$ cat config.mk
export PLATFORM = sky130hd
export DESIGN_NAME = wide_merge_bridge
export DESIGN_NICKNAME = d
export VERILOG_FILES = /design/src/rtl/wmb_pkg.sv /design/src/rtl/wmb_ctrl.sv /design/src/rtl/wmb_write_hold.sv /design/src/rtl/wmb_read_hold.sv /design/src/rtl/wide_merge_bridge.sv
export SDC_FILE = /design/constraint.sdc
export NUM_CORES = 1
export LEC_CHECK = 0
export ABC_AREA = 1
export BUFFER_PORTS_ARGS = -buffer_cell sky130_fd_sc_hd__buf_2
export CORE_AREA = 2 2 151 153
export DETAILED_ROUTE_END_ITERATION = 8
export DIE_AREA = 0 0 153 155
export PLACE_DENSITY = 0.63
export SLEW_MARGIN = 20
export SYNTH_ARGS = -nofsm -noshare
export SYNTH_HDL_FRONTEND = slang
export SYNTH_SLANG_ARGS = --single-unit
$ cat constraint.sdc
create_clock -name clk -period 4.05 [get_ports clk]
set_input_delay 0.2025 -clock clk [delete_from_list [all_inputs] [get_ports clk]]
set_output_delay 0.2025 -clock clk [all_outputs]
set_load 0.02 [all_outputs]
$ cat src/rtl/wmb_pkg.sv
package wmb_pkg;

  typedef enum logic [2:0] {
    ST_IDLE,
    ST_UP_B,
    ST_DN_WR,
    ST_DN_B,
    ST_DN_AR,
    ST_DN_R,
    ST_UP_R
  } wmb_state_e;

  localparam logic [1:0] RESP_OKAY   = 2'b00;
  localparam logic [1:0] RESP_SLVERR = 2'b10;
  localparam logic [1:0] BURST_INCR  = 2'b01;

endpackage

$ cat src/rtl/wmb_ctrl.sv
module wmb_ctrl
  import wmb_pkg::*;
#(
  parameter int unsigned ADDR_W    = 32,
  parameter logic [ADDR_W-1:0] BASE_ADDR = '0,
  parameter int unsigned HI_BIT    = 2
) (
  input  logic              clk,
  input  logic              rst_n,
  input  logic [ADDR_W-1:0] s_awaddr,
  input  logic              s_awvalid,
  input  logic              s_wvalid,
  input  logic              s_bready,
  input  logic [ADDR_W-1:0] s_araddr,
  input  logic              s_arvalid,
  input  logic              s_rready,
  input  logic              pend_valid,
  input  logic              m_awready,
  input  logic              m_wready,
  input  logic              m_bvalid,
  input  logic              m_arready,
  input  logic              m_rvalid,
  output logic              s_awready,
  output logic              s_wready,
  output logic              s_bvalid,
  output logic              s_arready,
  output logic              s_rvalid,
  output logic              m_awvalid,
  output logic              m_wvalid,
  output logic              m_bready,
  output logic              m_arvalid,
  output logic              m_rready,
  output logic              wr_lo_ld,
  output logic              wr_hi_acc,
  output logic              wr_bad,
  output logic              wr_b_ld,
  output logic              rd_lo_ld,
  output logic              rd_hi_acc,
  output logic              rd_bad
);

  localparam int unsigned TAG_LSB = HI_BIT + 1;

  wmb_state_e st_q, st_d;
  logic       aw_done_q, aw_done_d;
  logic       w_done_q, w_done_d;

  logic idle, wr_go, wr_acc, rd_acc;
  logic aw_ok, aw_hi, ar_ok, ar_hi;
  logic aw_fire, w_fire;

  // window decode: tag bits match the base and the sub-word bits are zero
  always_comb begin
    aw_ok = (s_awaddr[ADDR_W-1:TAG_LSB] == BASE_ADDR[ADDR_W-1:TAG_LSB]) &&
            (s_awaddr[HI_BIT-1:0] == '0);
    ar_ok = (s_araddr[ADDR_W-1:TAG_LSB] == BASE_ADDR[ADDR_W-1:TAG_LSB]) &&
            (s_araddr[HI_BIT-1:0] == '0);
    aw_hi = s_awaddr[HI_BIT];
    ar_hi = s_araddr[HI_BIT];
  end

  always_comb begin
    idle      = (st_q == ST_IDLE);
    wr_go     = s_awvalid && s_wvalid;
    wr_acc    = idle && wr_go;
    rd_acc    = idle && !wr_go && s_arvalid;

    s_awready = wr_acc;
    s_wready  = wr_acc;
    s_arready = idle && !wr_go;
    s_bvalid  = (st_q == ST_UP_B);
    s_rvalid  = (st_q == ST_UP_R);
    m_awvalid = (st_q == ST_DN_WR) && !aw_done_q;
    m_wvalid  = (st_q == ST_DN_WR) && !w_done_q;
    m_bready  = (st_q == ST_DN_B);
    m_arvalid = (st_q == ST_DN_AR);
    m_rready  = (st_q == ST_DN_R);

    aw_fire   = m_awvalid && m_awready;
    w_fire    = m_wvalid && m_wready;

    wr_lo_ld  = wr_acc && aw_ok && !aw_hi;
    wr_hi_acc = wr_acc && aw_ok && aw_hi;
    wr_bad    = wr_acc && !aw_ok;
    wr_b_ld   = (st_q == ST_DN_B) && m_bvalid;
    rd_lo_ld  = (st_q == ST_DN_R) && m_rvalid;
    rd_hi_acc = rd_acc && ar_ok && ar_hi;
    rd_bad    = rd_acc && !ar_ok;
  end

  // next-state logic
  always_comb begin
    st_d      = st_q;
    aw_done_d = aw_done_q;
    w_done_d  = w_done_q;
    unique case (st_q)
      ST_IDLE: begin
        aw_done_d = 1'b0;
        w_done_d  = 1'b0;
        if (wr_hi_acc && pend_valid) begin
          st_d = ST_DN_WR;
        end else if (wr_acc) begin
          st_d = ST_UP_B;
        end else if (rd_acc) begin
          st_d = (ar_ok && !ar_hi) ? ST_DN_AR : ST_UP_R;
        end
      end
      ST_DN_WR: begin
        if (aw_fire) aw_done_d = 1'b1;
        if (w_fire)  w_done_d  = 1'b1;
        if ((aw_done_q || aw_fire) && (w_done_q || w_fire)) begin
          st_d = ST_DN_B;
        end
      end
      ST_DN_B:  if (m_bvalid)  st_d = ST_UP_B;
      ST_UP_B:  if (s_bready)  st_d = ST_IDLE;
      ST_DN_AR: if (m_arready) st_d = ST_DN_R;
      ST_DN_R:  if (m_rvalid)  st_d = ST_UP_R;
      ST_UP_R:  if (s_rready)  st_d = ST_IDLE;
      default:  st_d = ST_IDLE;
    endcase
  end

  always_ff @(posedge clk or negedge rst_n) begin
    if (!rst_n) begin
      st_q      <= ST_IDLE;
      aw_done_q <= 1'b0;
      w_done_q  <= 1'b0;
    end else begin
      st_q      <= st_d;
      aw_done_q <= aw_done_d;
      w_done_q  <= w_done_d;
    end
  end

endmodule

$ cat src/rtl/wmb_write_hold.sv
module wmb_write_hold
  import wmb_pkg::*;
#(
  parameter int unsigned S_DW = 32
) (
  input  logic                  clk,
  input  logic                  rst_n,
  input  logic                  wr_lo_ld,
  input  logic                  wr_hi_acc,
  input  logic                  wr_bad,
  input  logic                  wr_b_ld,
  input  logic [S_DW-1:0]       s_wdata,
  input  logic [S_DW/8-1:0]     s_wstrb,
  input  logic [1:0]            m_bresp,
  output logic                  pend_valid,
  output logic [2*S_DW-1:0]     m_wdata,
  output logic [2*S_DW/8-1:0]   m_wstrb,
  output logic [1:0]            s_bresp
);

  localparam int unsigned SB = S_DW / 8;

  logic              pend_q, pend_d;
  logic [S_DW-1:0]   lo_data_q;
  logic [SB-1:0]     lo_strb_q;
  logic              lo_en;
  logic              beat_en;
  logic [2*S_DW-1:0] beat_data_q;
  logic [2*SB-1:0]   beat_strb_q;
  logic              resp_en;
  logic [1:0]        resp_d, resp_q;

  always_comb begin
    lo_en   = wr_lo_ld;
    beat_en = wr_hi_acc && pend_q;

    pend_d = pend_q;
    if (wr_lo_ld)       pend_d = 1'b1;
    else if (wr_hi_acc) pend_d = 1'b0;

    resp_en = wr_lo_ld || wr_bad || (wr_hi_acc && !pend_q) || wr_b_ld;
    resp_d  = RESP_OKAY;
    if (wr_b_ld)                              resp_d = m_bresp;
    else if (wr_bad || (wr_hi_acc && !pend_q)) resp_d = RESP_SLVERR;
  end

  always_ff @(posedge clk or negedge rst_n) begin
    if (!rst_n) begin
      pend_q <= 1'b0;
      resp_q <= RESP_OKAY;
    end else begin
      pend_q <= pend_d;
      if (resp_en) resp_q <= resp_d;
    end
  end

  // datapath registers: no reset needed, qualified by valid flags
  always_ff @(posedge clk) begin
    if (lo_en) begin
      lo_data_q <= s_wdata;
      lo_strb_q <= s_wstrb;
    end
    if (beat_en) begin
      beat_data_q <= {s_wdata, lo_data_q};
      beat_strb_q <= {s_wstrb, lo_strb_q};
    end
  end

  assign pend_valid = pend_q;
  assign m_wdata    = beat_data_q;
  assign m_wstrb    = beat_strb_q;
  assign s_bresp    = resp_q;

endmodule

$ cat src/rtl/wmb_read_hold.sv
module wmb_read_hold
  import wmb_pkg::*;
#(
  parameter int unsigned S_DW = 32
) (
  input  logic              clk,
  input  logic              rst_n,
  input  logic              rd_lo_ld,
  input  logic              rd_hi_acc,
  input  logic              rd_bad,
  input  logic [2*S_DW-1:0] m_rdata,
  input  logic [1:0]        m_rresp,
  output logic [S_DW-1:0]   s_rdata,
  output logic [1:0]        s_rresp
);

  logic            hi_vld_q, hi_vld_d;
  logic [S_DW-1:0] hi_data_q;
  logic [1:0]      hi_resp_q;
  logic            out_en;
  logic [S_DW-1:0] out_data_d, out_data_q;
  logic [1:0]      out_resp_d, out_resp_q;

  always_comb begin
    hi_vld_d = hi_vld_q;
    if (rd_lo_ld)       hi_vld_d = 1'b1;
    else if (rd_hi_acc) hi_vld_d = 1'b0;

    out_en     = rd_lo_ld || rd_hi_acc || rd_bad;
    out_data_d = '0;
    out_resp_d = RESP_SLVERR;
    if (rd_lo_ld) begin
      out_data_d = m_rdata[S_DW-1:0];
      out_resp_d = m_rresp;
    end else if (rd_hi_acc && hi_vld_q) begin
      out_data_d = hi_data_q;
      out_resp_d = hi_resp_q;
    end
  end

  always_ff @(posedge clk or negedge rst_n) begin
    if (!rst_n) begin
      hi_vld_q   <= 1'b0;
      out_data_q <= '0;
      out_resp_q <= RESP_OKAY;
    end else begin
      hi_vld_q <= hi_vld_d;
      if (out_en) begin
        out_data_q <= out_data_d;
        out_resp_q <= out_resp_d;
      end
    end
  end

  always_ff @(posedge clk) begin
    if (rd_lo_ld) begin
      hi_data_q <= m_rdata[2*S_DW-1:S_DW];
      hi_resp_q <= m_rresp;
    end
  end

  assign s_rdata = out_data_q;
  assign s_rresp = out_resp_q;

endmodule

$ cat src/rtl/wide_merge_bridge.sv
module wide_merge_bridge
  import wmb_pkg::*;
#(
  parameter int unsigned ADDR_W    = 32,
  parameter int unsigned S_DW      = 32,
  parameter logic [ADDR_W-1:0] BASE_ADDR = 32'h4000_0100
) (
  input  logic                  clk,
  input  logic                  rst_n,
  input  logic [ADDR_W-1:0]     s_awaddr,
  input  logic                  s_awvalid,
  output logic                  s_awready,
  input  logic [S_DW-1:0]       s_wdata,
  input  logic [S_DW/8-1:0]     s_wstrb,
  input  logic                  s_wvalid,
  output logic                  s_wready,
  output logic [1:0]            s_bresp,
  output logic                  s_bvalid,
  input  logic                  s_bready,
  input  logic [ADDR_W-1:0]     s_araddr,
  input  logic                  s_arvalid,
  output logic                  s_arready,
  output logic [S_DW-1:0]       s_rdata,
  output logic [1:0]            s_rresp,
  output logic                  s_rvalid,
  input  logic                  s_rready,
  output logic [ADDR_W-1:0]     m_awaddr,
  output logic [7:0]            m_awlen,
  output logic [2:0]            m_awsize,
  output logic [1:0]            m_awburst,
  output logic                  m_awvalid,
  input  logic                  m_awready,
  output logic [2*S_DW-1:0]     m_wdata,
  output logic [2*S_DW/8-1:0]   m_wstrb,
  output logic                  m_wlast,
  output logic                  m_wvalid,
  input  logic                  m_wready,
  input  logic [1:0]            m_bresp,
  input  logic                  m_bvalid,
  output logic                  m_bready,
  output logic [ADDR_W-1:0]     m_araddr,
  output logic [7:0]            m_arlen,
  output logic [2:0]            m_arsize,
  output logic [1:0]            m_arburst,
  output logic                  m_arvalid,
  input  logic                  m_arready,
  input  logic [2*S_DW-1:0]     m_rdata,
  input  logic [1:0]            m_rresp,
  input  logic                  m_rvalid,
  output logic                  m_rready
);

  localparam int unsigned HI_BIT  = $clog2(S_DW / 8);
  localparam logic [2:0]  WIDE_SZ = 3'($clog2(2 * S_DW / 8));

  logic pend_valid;
  logic wr_lo_ld, wr_hi_acc, wr_bad, wr_b_ld;
  logic rd_lo_ld, rd_hi_acc, rd_bad;

  // the wide beat always targets the base, single beat, incrementing
  assign m_awaddr  = BASE_ADDR;
  assign m_awlen   = 8'd0;
  assign m_awsize  = WIDE_SZ;
  assign m_awburst = BURST_INCR;
  assign m_wlast   = 1'b1;
  assign m_araddr  = BASE_ADDR;
  assign m_arlen   = 8'd0;
  assign m_arsize  = WIDE_SZ;
  assign m_arburst = BURST_INCR;

  wmb_ctrl #(
    .ADDR_W    (ADDR_W),
    .BASE_ADDR (BASE_ADDR),
    .HI_BIT    (HI_BIT)
  ) u_ctrl (
    .clk        (clk),
    .rst_n      (rst_n),
    .s_awaddr   (s_awaddr),
    .s_awvalid  (s_awvalid),
    .s_wvalid   (s_wvalid),
    .s_bready   (s_bready),
    .s_araddr   (s_araddr),
    .s_arvalid  (s_arvalid),
    .s_rready   (s_rready),
    .pend_valid (pend_valid),
    .m_awready  (m_awready),
    .m_wready   (m_wready),
    .m_bvalid   (m_bvalid),
    .m_arready  (m_arready),
    .m_rvalid   (m_rvalid),
    .s_awready  (s_awready),
    .s_wready   (s_wready),
    .s_bvalid   (s_bvalid),
    .s_arready  (s_arready),
    .s_rvalid   (s_rvalid),
    .m_awvalid  (m_awvalid),
    .m_wvalid   (m_wvalid),
    .m_bready   (m_bready),
    .m_arvalid  (m_arvalid),
    .m_rready   (m_rready),
    .wr_lo_ld   (wr_lo_ld),
    .wr_hi_acc  (wr_hi_acc),
    .wr_bad     (wr_bad),
    .wr_b_ld    (wr_b_ld),
    .rd_lo_ld   (rd_lo_ld),
    .rd_hi_acc  (rd_hi_acc),
    .rd_bad     (rd_bad)
  );

  wmb_write_hold #(.S_DW(S_DW)) u_wr (
    .clk        (clk),
    .rst_n      (rst_n),
    .wr_lo_ld   (wr_lo_ld),
    .wr_hi_acc  (wr_hi_acc),
    .wr_bad     (wr_bad),
    .wr_b_ld    (wr_b_ld),
    .s_wdata    (s_wdata),
    .s_wstrb    (s_wstrb),
    .m_bresp    (m_bresp),
    .pend_valid (pend_valid),
    .m_wdata    (m_wdata),
    .m_wstrb    (m_wstrb),
    .s_bresp    (s_bresp)
  );

  wmb_read_hold #(.S_DW(S_DW)) u_rd (
    .clk       (clk),
    .rst_n     (rst_n),
    .rd_lo_ld  (rd_lo_ld),
    .rd_hi_acc (rd_hi_acc),
    .rd_bad    (rd_bad),
    .m_rdata   (m_rdata),
    .m_rresp   (m_rresp),
    .s_rdata   (s_rdata),
    .s_rresp   (s_rresp)
  );

endmodule

# Yosys cells after proc, flatten, opt, wreduce, memory -nomap -nowiden
# Cells that the tools add are included.
[op_classes]
n_reduce_logical = 49
n_div = 0
bitwise_logic = 0
shift = 0
addsub = 0
multipliers = 0
eq_ne = 17
order_cmp = 0
n_mux = 25
[op_table]
columns = ["op", "n"]
rows = [
  ["2-to-1 mux 32 bit", 2],
  ["== test 29 x 28 -> 1 bit (second input constant)", 2],
  ["2-to-1 mux 3 bit", 9],
  ["logical AND 1 bit", 24],
  ["one-hot mux 3 bit (7 select lines)", 1],
  ["2-to-1 mux 2 bit", 5],
  ["!= test 2 x 1 -> 1 bit (second input constant)", 5],
  ["== test 3 bit (second input constant)", 3],
  ["zero test 1 bit", 8],
  ["logical OR 1 bit", 8],
  ["AND reduction 7 bit", 1],
  ["== test 3 x 2 -> 1 bit (second input constant)", 2],
  ["2-to-1 mux 1 bit", 6],
  ["!= test 2 bit (second input constant)", 3],
  ["nonzero test 2 bit", 3],
  ["zero test 2 bit", 2],
  ["!= test 4 x 3 -> 1 bit (second input constant)", 1],
  ["one-hot mux 1 bit (2 select lines)", 2],
  ["AND reduction 2 bit", 2],
  ["== test 3 x 1 -> 1 bit (second input constant)", 1],
  ["zero test 3 bit", 1],
]
[totals]
ramBits = 0
rom_bits = 0
memories = 0
regBits = 185
output_inout_bits = 209
latchBits = 0

# Logic depth before layout (Yosys ltp)
# Gate-level depths: netlist of the first run.
[depth]
word_depth = 9
mapped_depth = 11
ltp_nobuf = 11

# Hierarchy
# From an unflattened synthesis of the first run, not the netlist that was laid out.
[hier_totals]
hier_cells = 610
area_unflattened_um2 = 7631.1
[modules_own_cells]
columns = ["module", "area_each_um2", "cells_per_inst", "n_inst"]
rows = [
  ["wmb_write_hold", 3390.8, 127, 1],
  ["wmb_read_hold", 2706.3, 228, 1],
  ["wmb_ctrl", 843.3, 162, 1],
  ["wide_merge_bridge", 690.7, 93, 1],
]

# Worst setup path before layout of the first run
# No wires, ideal clock.
[synth_timing]
path_type = "flip-flop to flip-flop"
from = "reg u_ctrl.st_q[1]"
to = "reg u_wr.beat_data_q[0] (netlist: u_wr.m_wdata[0]) (enable)"
synth_period_minus_slack_ns = 2.986
setup_ns = 0.426
arrival_time_ns = 2.560
setup_slack_ns = 1.064
path_buffers = 0
required_time_ns = 3.624
path_stages_with_launch = 6
cell_sequence = "dfrtp_1 > nor3_2 > inv_1 > nor2_4 > nand3_1 > inv_1"
[synth_between]
elab_chain_cells = 5
[synth_lines]
columns = ["item", "line_no", "source"]
rows = [
  ["start: declaration", "wmb_ctrl.sv:44", "wmb_state_e st_q, st_d;"],
  ["start signal: assignment", "wmb_ctrl.sv:130", "st_q <= st_d;"],
  ["zero test 3 bit", "wmb_ctrl.sv:63", "idle = (st_q == ST_IDLE);"],
  ["logical AND 1 bit", "wmb_ctrl.sv:65", "wr_acc = idle && wr_go;"],
  ["net s_awready", "wide_merge_bridge.sv:12", "output logic s_awready,"],
  ["logical AND 1 bit (2 in a row)", "wmb_ctrl.sv:83", "wr_hi_acc = wr_acc && aw_ok && aw_hi;"],
  ["logical AND 1 bit", "wmb_write_hold.sv:35", "beat_en = wr_hi_acc && pend_q;"],
  ["net u_wr.beat_en", "wmb_write_hold.sv:27", "logic beat_en;"],
  ["end signal: assignment", "wmb_write_hold.sv:64", "beat_data_q <= {s_wdata, lo_data_q};"],
  ["end: declaration", "wmb_write_hold.sv:28", "logic [2*S_DW-1:0] beat_data_q;"],
]
# The timed path passes the listed nets, and every way through them passes these cells.
# A chain may end at the register's enable or synchronous reset.

# Worst setup path after layout of the first run
[layout_timing]
from = "reg u_ctrl.st_q[1]"
to = "reg u_rd.hi_data_q[20] (enable)"
[layout_between]
elab_chain_cells = 2
[layout_lines]
columns = ["item", "line_no", "source"]
rows = [
  ["== test 3 bit", "wmb_ctrl.sv:86", "rd_lo_ld = (st_q == ST_DN_R) && m_rvalid;"],
  ["logical AND 1 bit", "wmb_ctrl.sv:86", ""],
  ["end signal: assignment", "wmb_read_hold.sv:57", "hi_data_q <= m_rdata[2*S_DW-1:S_DW];"],
  ["end: declaration", "wmb_read_hold.sv:18", "logic [S_DW-1:0] hi_data_q;"],
]
# Every way passes these cells.

==> results of run 1 <==
critical path, cell delays in order (launching register included):
cell and delay, ns:
dfrtp_1 0.46, nor2_4 0.17, nand2_2 0.08, inv_2 0.08
nand2_4 0.37, inv_2 0.42, buf_4 0.45
through the flow:
| step | instances | util (%) |
|---|---|---|
| 2_1_floorplan | 825 | - |
| 3_3_place_gp | 1299 | 42.6 |
| 3_5_place_dp | 1299 | 42.6 |
| 4_1_cts | 1427 | 49.9 |
| 5_1_grt | 1428 | 49.9 |
| 6_report | 1428 | 49.9 |
per-layer routing:
metal / up-vias / share of wire, % / track usage, % / wire (um)
li1: 3028 / - / - / -
met1: 2878 / 39 / 19.8 / 8120
met2: 279 / 50 / 29.9 / 10400
met5: - / 0 / 0 / 0
met3: 42 / 7.7 / 5.82 / 1610
met4: 0 / 3.7 / 7.76 / 777
registers in the layout (all words and copies together) (netlist names):
signal,cells
u_wr.m_wdata,64
u_wr.m_wstrb,8
u_ctrl.w_done_q,1
u_rd.s_rdata,32
u_rd.hi_resp_q,2
u_wr.s_bresp,2
u_wr.lo_strb_q,4
u_rd.hi_vld_q,1
u_rd.hi_data_q,32
u_wr.lo_data_q,32
u_ctrl.aw_done_q,1
u_wr.pend_valid,1
u_ctrl.st_q,3
u_rd.s_rresp,2
how the worst max path moves through the flow:
| stage | start | endpoint | slack (ns) | cells after the start |
|---|---|---|---|---|
| 2_1_floorplan | u_ctrl.st_q[1] | u_wr.m_wdata[0] | 1.06 | 5 |
| 3_3_place_gp | u_ctrl.st_q[0] | u_wr.m_wdata[3] | 1.64 | 6 |
| 3_5_place_dp | u_ctrl.st_q[1] | u_wr.m_wdata[3] | 1.59 | 6 |
| 4_1_cts | u_ctrl.st_q[1] | u_rd.hi_data_q[21] | 1.59 | 6 |
| 5_1_grt | u_ctrl.st_q[1] | u_rd.hi_data_q[20] | 1.40 | 6 |
| 6_report | u_ctrl.st_q[1] | u_rd.hi_data_q[20] | 1.59 | 6 |
power by group:
part           leakage, nW  switching [mW]  internal (mW)  total (mW)
Combinational         3.18           0.768          0.380        1.15
Sequential            1.86          0.0903           2.19        2.28
Clock                0.310           0.836          0.963        1.80
Total                 5.35            1.69           3.54        5.23
cells by family after synthesis:
group	count (synthesis)	synth area share, %
compound gates	7	0.526
buf+inv	200	14.3
simple gates	342	19.0
other cells	2	0.0929
flops	185	66.1
layout by cell type, fill, tap and decap left out, types with 2 or more instances in the layout:
cell type / n
inv_8: 6
and2_0: 3
nor3_1: 2
o21ai_0: 4
nor2_4: 2
edfxtp_1: 142
nand3_1: 79
inv_2: 8
conb_1: 91
dlygate4sd3_1: 96
buf_4: 8
nand2_4: 2
bufinv_16: 2
clkbuf_16: 17
clkinv_8: 3
nor2_2: 3
dfrtp_1: 43
buf_2: 296
nor2_1: 66
clkinv_4: 2
or2_2: 2
nand4_1: 34
nand2_1: 145
inv_1: 77
a22o_1: 2
layout make-up:
cell class / count / share of cell area [%]
sequential: 185 / 48.2
clock inverter: 15 / 1.96
multi-input combinational: 440 / 17.3
inverter: 85 / 2.88
clock buffer: 17 / 3.84
timing repair buffer: 400 / 22.6
tap: 285 / 3.22
antenna: 1 / 0.0226
==> flow_summary.yaml, run 1 <==
floorplanning:
  die_height_um: 155
  dieArea_sq_mm: 0.0237
  dieWidth_um: 153
  start_util_pct: 36.4
  std_cell_rows: 55
  io-pin-count: 389
  core-area_sq_mm: 0.0222
critical_path:
  r2r_end: "u_rd.hi_data_q[20]"
  reg2reg_from: "u_ctrl.st_q[1]"
  crit_path_end_kind: "register"
  crit_required_ns: 4.12
  rr_worst_depth: 6
  crit_type: "reg2reg"
  crit_path_start_kind: "register"
  critPathArrivalTime_ns: 2.53
  cp_max_fo: 72
  r2r_slack_ns: 1.59
timing:
  relSlewSlack_pct: 47.7
  grt_setup_unrepaired: "false"
  setup_ws_ns: 1.59
  slew_viol_final: 0
  whs_ns: 0.0220
  max_freq_mhz: 407
  hold_viol: 0
  fin_crit_ns: 2.46
  tightestPinTransition_ns: 0.784
  finalSetupViolCount: 0
  finClkSkew_ns: 0.0135
  fin_setup_tns_ns: 0
  fin_crit_sh_pct: 60.7
yosys:
  synth.cell_area_sq_mm: 0.00808
  yosysWarnings: 0
  synthTopCellsByArea: "edfxtp_1, dfrtp_1, buf_4"
  ys_types: 26
  synth_area_per_cell_sq_um: 11.0
  synthCells: 736
  synth_top_cell_by_area: "edfxtp_1"
  synth_edf_count: 142
  ys_ff_latch: 185
  post-synth-top-count-cell: "nand2_1"
  synth.top_cell.area_share_pct: 52.8
  ys_top_cells_by_count: "nand2_1, edfxtp_1, buf_4"
  ys.flop_type: "edfxtp_1"
  yosysSeqAreaShare_pct: 66.1
  ys_async_sr_fraction_pct: 23.2
detailed_routing:
  drt_iter0_drc: 350
  dr.pass1.iters: 8
  drc: 0
  drtAntennaViolNets: 0
  routed_wl_um: 20900
  vias: 6227
  drt-wirelength-per-cell_um: 14.7
  viasPerCell: 4.36
min_path:
  hold_path_class: "in2reg"
  hold_start: "m_bresp[0]"
  min_to: "u_wr.s_bresp[0]"
  holdPathStages: 3
flow_run:
  maxCapViolations: 0
global_route:
  antenna_found_initial: 1
  grt_pass1_vias: 6187
  grt_use_total_pct: 17.4
  grt_overflow: 0
  grt_pass1_wl_um: 32300
  grt_max_degree: 73
finish:
  multiInputGateArea_sq_mm: 0.00192
  drive_above_1_share_pct: 31.2
  fillCellCount: 2001
  layout.nets: 1309
  seq_area_sq_mm: 0.00534
  final_area_sq_mm: 0.0111
  area_delta_synth_final_pct: 37.2
clocking:
  cts_resized: 0
  post-cts-setup-buffers: 0
  cts_hold_buffers: 96
  root_buffer: "clkbuf_16"
  clock_path_buffers: 2
  cts_sinks: 185
  insertion_delay_ns: 0.43
  clkTransAtPathRegs_ns: 0.07
  cts_tree: "built"
  cts_max_level: 4
  cts_buffers: 17
status:
  status: "finished clean"
placement:
  post_dp_cell_area_sq_mm: 0.00948
  port-buffer-count: 297
  post-dp-hpwl_um: 14200
  pre_cts_slack_ns: 1.59
  gp_congestion: 0.835
power_and_ir_drop:
  power.total_mw: 5.23
  power_leakage_nw: 5.35
  vdd_ir_drop_max_uv: 258
  power_density_mw_per_mm2: 472
Note: power is estimated with default switching activity, not from simulation.
==> run 2, diff against run 1 <==
Settings changed: ABC_AREA 1 to 0, CORE_AREA 2 2 151 153 to 2 2 150 152, DIE_AREA 0 0 153 155 to 0 0 152 154, PLACE_DENSITY 0.63 to 0.59.
Clock period 4.05 ns to 2.4 ns, I/O delays scaled along.
==> run 2 against run 1 <==
Maximum frequency rose by 13%. Register-to-register slack got worse by 1.4 ns. Clock skew rose by 0.0076 ns. Clock power rose by 51%. Sequential power rose by 82%.
==> flow_summary.yaml, run 2 <==
status:
  status: "finished clean"
finish:
  largest_reg_flops: 64
  layout.nets: 1014
  area_delta_synth_final_pct: 40.7
  layout_commonest_cell: "buf_2"
  drive_above_1_share_pct: 41.1
  seq_area_sq_mm: 0.00534
  mostFrequentLayoutCells: "buf_2, edfxtp_1, conb_1, dlygate4sd3_1, dfrtp_1"
  multiInputGateArea_sq_mm: 0.00146
  final-instance-count-excl-fill: 1126
  final_area_sq_mm: 0.0101
  fillCellCount: 1918
  num_antenna_cells: 0
yosys:
  ys.flop_type: "edfxtp_1"
  post-synth-top-count-cell: "edfxtp_1"
  ys_async_sr_fraction_pct: 23.2
  synth_top_cell_by_area: "edfxtp_1"
  ys_top_cells_by_count: "edfxtp_1, buf_4, dfrtp_1"
  yosysWarnings: 0
  ys_ff_latch: 185
  synth.top_cell.area_share_pct: 59.1
  synth_edf_count: 142
  ys_types: 41
  yosysSeqAreaShare_pct: 74.0
  synthCells: 448
  synth_area_per_cell_sq_um: 16.1
  synthTopCellsByArea: "edfxtp_1, dfrtp_1, buf_4"
  synth.cell_area_sq_mm: 0.00721
min_path:
  hold_path_class: "in2reg"
clocking:
  clkTransAtPathRegs_ns: 0.08
  cts_max_level: 4
  insertion_delay_ns: 0.43
  clock_path_buffers: 2
  cts_buffers: 17
  root_buffer: "clkbuf_16"
  cts_sinks: 185
  post-cts-setup-buffers: 0
  cts_tree: "built"
power_and_ir_drop:
  vdd_ir_drop_max_uv: 482
  power_density_mw_per_mm2: 889
  power_leakage_nw: 4.52
placement:
  post-dp-hpwl_um: 11900
  gp_congestion: 0.763
  post_dp_cell_area_sq_mm: 0.00876
  port-buffer-count: 297
  dp_cells: 1015
timing:
  finalSetupViolCount: 0
  hold_viol: 0
  slew_viol_final: 0
  max_freq_mhz: 459
  finClkSkew_ns: 0.0212
  tightestPinTransition_ns: 0.615
  grt_setup_unrepaired: "false"
  fin_setup_tns_ns: 0
  relSlewSlack_pct: 58.6
  fin_crit_ns: 2.18
  fin_crit_sh_pct: 90.8
detailed_routing:
  routed_wl_um: 17000
  drtAntennaViolNets: 0
  drc: 0
  drt-wirelength-per-cell_um: 15.1
  drt_iter0_drc: 171
  vias: 4765
  dr.pass1.iters: 4
  viasPerCell: 4.23
critical_path:
  crit_type: "reg2reg"
  crit_path_start_kind: "register"
  max_stage_delay_ns: 0.56
  path_cells: "a2111oi_4, and3_1, nand3_2, nor2_2, buf_4, a221o_1"
  crit_required_ns: 2.76
  critPathArrivalTime_ns: 2.54
  path_delay_family: "compound AO/OA/AOI/OAI gates"
  crit_path_end_kind: "register"
  cp_max_fo: 33
  crit_slowest_cell: "a2111oi_4"
  path_buf_inv: 1
global_route:
  grt_use_total_pct: 13.9
  grt_pass1_vias: 4655
  grt_overflow: 0
  grt_max_degree: 49
  antenna_found_initial: 0
  grt_pass1_wl_um: 25300
floorplanning:
  start_util_pct: 33.3
  dieWidth_um: 152
  std_cell_rows: 54
  io-pin-count: 389
  dieArea_sq_mm: 0.0234
  die_height_um: 154
  core-area_sq_mm: 0.0217
flow_run:
  maxCapViolations: 0
==> run 2: changes by cell type after synthesis, sizes merged, moves of 5 or more <==
| cell | before | now |
|---|---|---|
| nand3 | 80 | 2 |
| nand4 | 34 | 2 |
| inv | 85 | 6 |
| buf | 109 | 101 |
| nor2 | 71 | 12 |
| a211oi | 0 | 5 |
| a221o | 0 | 33 |
| nand2 | 148 | 10 |
| nor4 | 0 | 13 |
| and3 | 0 | 36 |
| nor3b | 0 | 5 |
==> run 2: worst paths after layout <==
| path | startpoint | endpoint | slack (ns) | depth (start not counted) |
|---|---|---|---|---|
| min reg2reg | u_wr.lo_strb_q[1] | u_wr.m_wstrb[1] | 0.42 | 0 |
| max | u_ctrl.st_q[0] | u_rd.s_rdata[4] | 0.22 | 6 |
| min in group asynchronous | rst_n | u_rd.s_rdata[30] | 0.22 | 2 |
| max in group asynchronous | rst_n | u_rd.s_rdata[14] | 1.78 | 2 |
| min | m_rdata[12] | u_rd.s_rdata[12] | 0.02 | 3 |
| max reg2reg | u_ctrl.st_q[0] | u_rd.s_rdata[4] | 0.22 | 6 |
==> run 2: cell type report <==
cell class	count	share of cell area [%]
Clock buffer	17	4.19
Clock inverter	14	1.53
Inverter	6	0.222
Multi-Input combinational cell	238	14.4
Sequential cell	185	52.6
Tap cell	280	3.45
Timing Repair Buffer	386	23.6
==> run 2: where the power goes <==
| part | internal [mW] | switching [mW] | leakage (nW) | total [mW] |
|---|---|---|---|---|
| logic | 0.885 | 1.26 | 2.42 | 2.15 |
| clock network | 1.39 | 1.33 | 0.278 | 2.72 |
| registers | 3.86 | 0.293 | 1.82 | 4.15 |
==> run 2: stage by stage <==
stage                     util (%)  worst slack (ns)  hold slack, ns  power [mW]
final                         46.8             0.222          0.0173        9.02
after global routing          46.8            0.0676         0.00542        9.47
after CTS                     46.8             0.220         0.00101        9.13
after global placement        40.4             0.316           0.296        6.24
after floorplan                  -             -1.32          -0.176        5.63
after detailed placement      40.4             0.245           0.298        6.26
==> run 2: worst register-to-register path, stage by stage, from the launching register on <==
cell	delay (ns)
dfrtp_1	0.55
a2111oi_4	0.56
and3_1	0.24
nand3_2	0.10
nor2_2	0.08
buf_4	0.34
a221o_1	0.23
==> run 2: kinds of logic after synthesis <==
family          synth area share [%]
flops                           74.0
buf+inv                         10.9
simple gates                    7.50
compound gates                  6.87
mux                            0.590
other cells                    0.104
==> run 2: metal layers <==
metal	track usage, %	wire length, um	up-vias
li1	-	-	2310
met3	4.48	1320	14
met4	4.81	241	0
met2	20.8	7710	230
met1	19.1	7740	2211
met5	0	0	-
==> run 2: repair_timing <==
action,in CTS,in global routing
endpoints found under the hold margin,158,0
hold buffers,80,0
resized for setup,0,0
